<file path="config.mk">
export PLATFORM = sky130hd
export DESIGN_NAME = pwr_ctl_reg
export DESIGN_NICKNAME = d
export VERILOG_FILES = /design/src/rtl/pcr_pkg.sv /design/src/rtl/pcr_reset_decode.sv /design/src/rtl/pcr_sticky_flag.sv /design/src/rtl/pcr_ctrl_bit.sv /design/src/rtl/pwr_ctl_reg.sv
export SDC_FILE = /design/constraint.sdc
export NUM_CORES = 1
export LEC_CHECK = 0
export ABC_CLOCK_PERIOD_IN_PS = 1850
export CAP_MARGIN = 5
export CORE_AREA = 2 2 39 41
export DETAILED_ROUTE_END_ITERATION = 10
export DIE_AREA = 0 0 41 43
export DONT_BUFFER_PORTS = 1
export PLACE_DENSITY = 0.58
export SETUP_SLACK_MARGIN = 0.15
export SYNTH_ARGS = -nofsm -noshare
export SYNTH_HDL_FRONTEND = slang
export SYNTH_HIERARCHICAL = 1
export SYNTH_SLANG_ARGS = --single-unit
</file>
<file path="constraint.sdc">
create_clock -name clk -period 1.85 [get_ports clk]
set_input_delay 0.4625 -clock clk [delete_from_list [all_inputs] [get_ports clk]]
set_output_delay 0.4625 -clock clk [all_outputs]
set_load 0.02 [all_outputs]
</file>
<file path="src/rtl/pcr_pkg.sv">
package pcr_pkg;
   localparam int REG_W   = 8;
   localparam int N_CTRL  = 6;

   localparam int POS_BAUD = 7;
   localparam int POS_PON  = 6;
   localparam int POS_PFW  = 5;
   localparam int POS_WTR  = 4;
   localparam int POS_EPF  = 3;
   localparam int POS_EWD  = 2;
   localparam int POS_STOP = 1;
   localparam int POS_IDLE = 0;

   typedef enum logic [1:0] {
      CLR_ANY_HW   = 2'd0,
      CLR_ANY_POR  = 2'd1,
      CLR_COLD_POR = 2'd2
   } clr_src_e;

   typedef struct packed {
      logic hw_any;
      logic por_any;
      logic cold_por;
      logic wdt_only;
   } rst_view_t;
endpackage

</file>
<file path="src/rtl/pcr_reset_decode.sv">
module pcr_reset_decode
   import pcr_pkg::*;
(
   input  logic      cold_por,
   input  logic      warm_por,
   input  logic      wdt,
   input  logic      ext,
   output rst_view_t rv
);
   always_comb begin
      rv.cold_por = cold_por;
      rv.por_any  = cold_por | warm_por;
      rv.hw_any   = cold_por | warm_por | wdt | ext;
      rv.wdt_only = wdt & ~(cold_por | warm_por);
   end
endmodule

</file>
<file path="src/rtl/pcr_sticky_flag.sv">
module pcr_sticky_flag (
   input  logic clk,
   input  logic clr_por,
   input  logic set_evt,
   input  logic rd_clr,
   output logic q
);
   always_ff @(posedge clk) begin
      if (clr_por)      q <= 1'b0;
      else if (set_evt) q <= 1'b1;
      else if (rd_clr)  q <= 1'b0;
   end


   set_wins_chk: assert property (@(posedge clk) disable iff (clr_por)
      set_evt |=> q);


   rd_clear_chk: assert property (@(posedge clk) disable iff (clr_por)
      (rd_clr && !set_evt) |=> !q);
endmodule

</file>
<file path="src/rtl/pcr_ctrl_bit.sv">
module pcr_ctrl_bit
   import pcr_pkg::*;
#(
   parameter bit       TIMED   = 1'b0,
   parameter clr_src_e CLR_SRC = CLR_ANY_HW
) (
   input  logic      clk,
   input  rst_view_t rv,
   input  logic      wr_en,
   input  logic      ta_open,
   input  logic      wr_bit,
   input  logic      ext_clr,
   output logic      q
);
   logic rst_hit;
   logic wr_ok;

   generate
      if (CLR_SRC == CLR_ANY_HW) begin : g_hw
         assign rst_hit = rv.hw_any;
      end else if (CLR_SRC == CLR_ANY_POR) begin : g_por
         assign rst_hit = rv.por_any;
      end else begin : g_cold
         assign rst_hit = rv.cold_por;
      end

      if (TIMED) begin : g_timed
         assign wr_ok = wr_en & ta_open;
      end else begin : g_free
         assign wr_ok = wr_en;
      end
   endgenerate

   always_ff @(posedge clk) begin
      if (rst_hit || ext_clr) q <= 1'b0;
      else if (wr_ok)         q <= wr_bit;
   end


   wr_taken_chk: assert property (@(posedge clk) disable iff (rst_hit)
      (wr_en && (ta_open || !TIMED) && !ext_clr) |=> (q == $past(wr_bit)));


   ext_clr_chk: assert property (@(posedge clk) disable iff (rst_hit)
      ext_clr |=> !q);

   generate
      if (TIMED) begin : g_ta_chk

         ta_blocked_chk: assert property (@(posedge clk) disable iff (rst_hit)
            (wr_en && !ta_open && !ext_clr) |=> $stable(q));
      end
   endgenerate
endmodule

</file>
<file path="src/rtl/pwr_ctl_reg.sv">
module pwr_ctl_reg
   import pcr_pkg::*;
#(
   parameter int DATA_W = 8
) (
   input  logic              clk,
   input  logic              bus_rd,
   input  logic              bus_wr,
   input  logic [DATA_W-1:0] bus_wdata,
   input  logic              ta_open,
   input  logic              rst_cold_por,
   input  logic              rst_warm_por,
   input  logic              rst_wdt,
   input  logic              rst_ext,
   input  logic              supply_low,
   input  logic              irq_taken,
   output logic [DATA_W-1:0] rd_data,
   output logic              pf_irq,
   output logic              baud_x2,
   output logic              wdt_en,
   output logic              stop_mode,
   output logic              idle_mode
);
   localparam int PAD_W = DATA_W - REG_W;

   localparam int       CTRL_POS   [N_CTRL] = '{POS_BAUD, POS_PON, POS_EPF,
                                               POS_EWD, POS_STOP, POS_IDLE};
   localparam bit       CTRL_TIMED [N_CTRL] = '{1'b0, 1'b1, 1'b0,
                                               1'b1, 1'b1, 1'b0};
   localparam clr_src_e CTRL_CLR   [N_CTRL] = '{CLR_ANY_HW, CLR_ANY_POR,
                                               CLR_ANY_HW, CLR_COLD_POR,
                                               CLR_ANY_HW, CLR_ANY_HW};

   initial begin
      assert (DATA_W >= REG_W)
         else $fatal(1, "pwr_ctl_reg: DATA_W must be at least %0d", REG_W);
   end

   rst_view_t        rv;
   logic [REG_W-1:0] reg_q;

   pcr_reset_decode u_rst (
      .cold_por (rst_cold_por),
      .warm_por (rst_warm_por),
      .wdt      (rst_wdt),
      .ext      (rst_ext),
      .rv       (rv)
   );

   generate
      for (genvar i = 0; i < N_CTRL; i++) begin : g_ctl
         logic ext_clr;
         if (CTRL_POS[i] == POS_IDLE) begin : g_irq
            assign ext_clr = irq_taken;
         end else begin : g_none
            assign ext_clr = 1'b0;
         end

         pcr_ctrl_bit #(
            .TIMED   (CTRL_TIMED[i]),
            .CLR_SRC (CTRL_CLR[i])
         ) u_bit (
            .clk     (clk),
            .rv      (rv),
            .wr_en   (bus_wr),
            .ta_open (ta_open),
            .wr_bit  (bus_wdata[CTRL_POS[i]]),
            .ext_clr (ext_clr),
            .q       (reg_q[CTRL_POS[i]])
         );
      end
   endgenerate

   pcr_sticky_flag u_pfw (
      .clk     (clk),
      .clr_por (rv.por_any),
      .set_evt (supply_low),
      .rd_clr  (bus_rd),
      .q       (reg_q[POS_PFW])
   );

   pcr_sticky_flag u_wtr (
      .clk     (clk),
      .clr_por (rv.por_any),
      .set_evt (rv.wdt_only),
      .rd_clr  (bus_rd),
      .q       (reg_q[POS_WTR])
   );

   generate
      if (PAD_W > 0) begin : g_pad
         assign rd_data = bus_rd ? {{PAD_W{1'b0}}, reg_q} : '0;
      end else begin : g_nopad
         assign rd_data = bus_rd ? reg_q : '0;
      end
   endgenerate

   assign pf_irq    = reg_q[POS_PFW] & reg_q[POS_EPF];
   assign baud_x2   = reg_q[POS_BAUD];
   assign wdt_en    = reg_q[POS_EWD];
   assign stop_mode = reg_q[POS_STOP];
   assign idle_mode = reg_q[POS_IDLE];


   por_beats_wdt_chk: assert property (@(posedge clk) disable iff (rst_wdt && !rv.por_any)
      rv.por_any |=> !reg_q[POS_WTR]);


   ewd_kept_chk: assert property (@(posedge clk) disable iff (rst_cold_por)
      (!bus_wr && (rst_warm_por || rst_wdt || rst_ext)) |=> $stable(wdt_en));
endmodule

</file>
Word level (Yosys, flattened, before mapping) --
Index checks and enable logic that the tools add are counted.
Operators by class: reduce and logical (&&, ||, !) cells 3, multiplexer cells 4, bitwise operators 7
Operators by type and width (count):
- $mux 8 | 1
- $reduce_bool 2->1 | 2
- $and 1x1->1 | 3
- $mux 1 | 3
- $or 1x1->1 | 3
- $logic_or 1x1->1 | 1
- $not 1->1 | 1
Storage, ports and cells: flip-flop bits (word level) 8, input port bits 18

Logic depth before layout (Yosys ltp) --
depth in word-level cells 4, mapped depth 3, mapped depth without buffers 3

By module --
The synthesis kept the hierarchy.
Modules (own cells, without submodules):
- pcr_ctrl_bit at g_ctl[1].u_bit ... | cells an instance 4, sequential area each 20.0 sq um, times used 3, area an instance 47.5 sq um
- pcr_ctrl_bit at g_ctl[0].u_bit ... | cells an instance 3, sequential area each 20.0 sq um, times used 3, area an instance 40.0 sq um
- pcr_sticky_flag | cells an instance 4, sequential area each 20.0 sq um, times used 2, area an instance 38.8 sq um
- pwr_ctl_reg | cells an instance 10, sequential area each 0.0 sq um, times used 1, area an instance 60.1 sq um
- pcr_reset_decode | cells an instance 4, sequential area each 0.0 sq um, times used 1, area an instance 28.8 sq um

Worst setup path after synthesis --
OpenSTA, ideal clock, no wires.
path type input port to flip-flop, start input rst_warm_por, end register g_ctl[4].u_bit.q, path buffers 0, stages on the path 2, path slack 536 ps, library setup time 79 ps, arrival time 1235 ps, cell sequence or4_1 > a211oi_2
Between the ends: longest elaborated chain between the ends 3
RTL lines:
- start: declaration | line pwr_ctl_reg.sv:12 | input logic rst_warm_por,
- $or 1x1->1 (3 in series) | line pcr_reset_decode.sv:13 | rv.hw_any = cold_por | warm_por | wdt | ext;
- end signal: assignment | line pcr_ctrl_bit.sv:36 | else if (wr_ok) q <= wr_bit;
- end: declaration | line pcr_ctrl_bit.sv:13 | output logic q
Every way passes these cells. A chain may end at the register's enable or synchronous reset.

Worst setup path in the final report --
start register g_ctl[3].u_bit.q, end output rd_data[2]
Between the ends: longest elaborated chain between the ends 1
RTL lines:
- start: declaration | line pcr_ctrl_bit.sv:13
- start signal: assignment | line pcr_ctrl_bit.sv:36
- $mux 8 | line pwr_ctl_reg.sv:94 | assign rd_data = bus_rd ? reg_q : '0;
- end: declaration | line pwr_ctl_reg.sv:17 | output logic [DATA_W-1:0] rd_data,
Every way passes these cells.

==> insert_results.sql <==
INSERT INTO impl_metrics (metric_group, metric, value, unit) VALUES
('timing', 'layout_setup_ws', '0.4058', 'ns'),
('final_layout', 'net_count_final', '69', ''),
('cts', 'h-tree-depth', '1', ''),
('synth', 'synthXorXnorAreaFrac', '0', '%'),
('grt', 'grt_util_all_layers', '10.74', '%'),
('cts', 'clock_tree.root_cell', 'sky130_fd_sc_hd__clkbuf_4', ''),
('timing', 'setup_tns', '0', 'ns'),
('cts', 'cts.repair.resized', '0', ''),
('timing', 'timing.final.max_slew_violations', '0', ''),
('final_layout', 'layout_cells_sized_above_1', '22.45', '%'),
('cts', 'worstSkewPairLatency', '0.25', 'ns'),
('place', 'postPlaceCellArea', '456.7', 'µm²'),
('power_and_ir_drop', 'cellLeakagePower', '0.0001712', 'µW'),
('cts', 'number_of_hold_buffers_added_after_cts', '0', ''),
('critical_path', 'startpoint_type', 'flip-flop', ''),
('floorplan', 'placeableCoreArea', '1384', 'µm²'),
('floorplan', 'io_pins', '31', ''),
('detailed_routing', 'detail_route.wirelength', '814', 'µm'),
('synth', 'synth-adder-area-share', '0', '%'),
('final_layout', 'filler_cell_count', '147', ''),
('min_path', 'worst_hold_path_type', 'primary input to flip-flop', ''),
('cts', 'clk_pin_slew_worst_paths', '0.05', 'ns'),
('place', 'numPlacedInstances', '62', ''),
('detailed_routing', 'drt-initial-drc-count', '1', ''),
('grt', 'grt_pass1_vias', '291', ''),
('synth', 'main_combinational_cell_family_by_area_after_synthesis', 'simple AND/OR/NAND/NOR gates', ''),
('critical_path', 'path_class', 'flip-flop to output pin', ''),
('floorplan', 'dieWidth', '41', 'µm'),
('critical_path', 'type_of_element_capturing_the_critical_path', 'output pin', ''),
('flow_run', 'max_capacitance_violation_count', '0', ''),
('timing', 'fmax', '692.4', 'MHz'),
('power_and_ir_drop', 'peakVddDrop', '179.8', 'µV'),
('timing', 'skew', '0', 'ns'),
('place', 'gp_congestion', '0.6584', ''),
('detailed_routing', 'drt_pass1_iterations', '2', ''),
('synth', 'synth.ff_latch_count', '8', ''),
('grt', 'number_of_antenna_violations_at_the_first_check_in_global_routing', '0', ''),
('power_and_ir_drop', 'pwr_density_cell', '689.9', 'nW/µm²'),
('detailed_routing', 'drc', '0', ''),
('detailed_routing', 'remaining_number_of_nets_flagged_by_the_antenna_check_after_routing', '0', ''),
('final_layout', 'n_antenna_cell', '0', ''),
('final_layout', 'finish.cell_count_without_fillers', '65', ''),
('synth', 'post_synth_main_area_contributors', 'sky130_fd_sc_hd__dfxtp_1 37%, sky130_fd_sc_hd__and2_1 13%, sky130_fd_sc_hd__a211oi_2 8.7%', ''),
('critical_path', 'worstPathRequired', '1.39', 'ns'),
('critical_path', 'worstPathBufferInverterCount', '0', ''),
('final_layout', 'layout_commonest_cell', 'sky130_fd_sc_hd__and2_1', ''),
('cts', 'setup_fix_bufs_post_cts', '0', ''),
('timing', 'setup_viol', '0', ''),
('place', 'place.detailed.hpwl', '636.7', 'µm'),
('cts', 'maximum_root_to_sink_buffer_count', '2', ''),
('timing', 'hold_slack', '0.2677', 'ns'),
('timing', 'post-route-min-period', '1.444', 'ns'),
('critical_path', 'slowest_delay', '0.45', 'ns'),
('cts', 'tritoncts.num_buffers', '3', ''),
('final_layout', 'layout.cells.most_common_list', '9 x sky130_fd_sc_hd__and2_1, 8 x sky130_fd_sc_hd__dfxtp_1, 5 x sky130_fd_sc_hd__conb_1', ''),
('critical_path', 'worst-path-max-fanout', '3', ''),
('floorplan', 'num_rows', '14', ''),
('synth', 'netlist.top_cell.by_area', 'sky130_fd_sc_hd__dfxtp_1', ''),
('grt', 'globalRoute.totalOverflow', '0', ''),
('critical_path', 'crit_chain', 'and2_1', ''),
('final_layout', 'finish.instance_area', '479.2', 'µm²'),
('critical_path', 'crit_arrival', '0.98', 'ns'),
('synth', 'synth_simple_gate_area_share', '31.49', '%'),
('timing', 'grt_setup_unrepaired', 'no', ''),
('grt', 'grt_max_degree', '11', ''),
('timing', 'fin_crit_sh', '78.07', '%'),
('critical_path', 'crit_family', 'flip-flops', ''),
('run_status', 'outcome', 'completed', ''),
('synth', 'ys_warn_count', '6', ''),
('final_layout', 'flow.area_growth_from_synthesis', '11.66', '%'),
('cts', 'cts_tree', 'yes', '');
[cell type report]
cell class / count / area (µm²) / area share [%]
sequential: 8 / 160.2 / 33.42
inverter: 2 / 7.507 / 1.567
tap: 16 / 20.02 / 4.178
multi-input combinational: 36 / 269.0 / 56.14
clock buffer: 3 / 22.52 / 4.700
[cell usage after synthesis]
cell type and number:
sky130_fd_sc_hd__nand2b_1 2, sky130_fd_sc_hd__a21oi_2 2, sky130_fd_sc_hd__or4_1 1, sky130_fd_sc_hd__a211oi_2 3, sky130_fd_sc_hd__nor3b_1 1, sky130_fd_sc_hd__or2_1 1, sky130_fd_sc_hd__mux2i_1 3, sky130_fd_sc_hd__nand3_1 3
sky130_fd_sc_hd__inv_1 2, sky130_fd_sc_hd__buf_4 1, sky130_fd_sc_hd__conb_1 1, sky130_fd_sc_hd__dfxtp_1 8, sky130_fd_sc_hd__and2_1 9, sky130_fd_sc_hd__nor3_2 3, sky130_fd_sc_hd__a21bo_1 3
[sequential cells by signal, summed over array words and instances (netlist names)]
register / flops
u_pfw/q: 1
g_ctl.u_bit/q: 6
u_wtr/q: 1
[where the power goes]
group	leakage, µW	internal, µW	switching [µW]
clock	0.0000138	74.1	57.6
combinational	0.0000926	9.51	11.9
sequential	0.0000647	175	2.51
total	0.000171	259	71.9
[worst reg2reg max path, delay by kind of cell, from the launching register on]
family	cells	cell delay, ns
flip-flops	1	0.45
AO/OA/AOI/OAI	2	0.44
[metrics by stage]
step | total power [µW] | util (%)
2_1_floorplan | 202.4 | -
3_3_place_gp | 202.8 | 33.00
3_5_place_dp | 202.8 | 33.00
4_1_cts | 338.4 | 34.63
5_1_grt | 351.9 | 34.63
6_report | 330.6 | 34.63
[kinds of logic after synthesis]
kind of cell,count (synthesis)
compound gates,8
flops,8
simple gates,20
other cells,1
buf+inv,3
mux,3
[per-layer routing]
layer	share of wire [%]	up-vias	wire length [µm]	GRT usage (%)
met4	0.86	0	7	10.00
met3	7.5	2	61	4.712
met1	38	132	312	10.61
met2	53	13	432	15.63
met5	0	-	0	0
li1	-	158	-	-
[final timing paths]
kind | from | to | slack (ns) | cells after the start
worst max-delay path | g_ctl[3].u_bit/q$_SDFFE_PP0P_ | rd_data[2] | 0.41 | 1
worst min-delay path | rst_cold_por | g_ctl[3].u_bit/q$_SDFFE_PP0P_ | 0.27 | 1
worst max register to register | g_ctl[4].u_bit/q$_SDFFE_PP0P_ | g_ctl[4].u_bit/q$_SDFFE_PP0P_ | 0.89 | 2
worst min register to register | u_wtr/q$_SDFFE_PP0P_ | u_wtr/q$_SDFFE_PP0P_ | 0.48 | 2
Note: power is estimated with default switching activity, not from simulation.
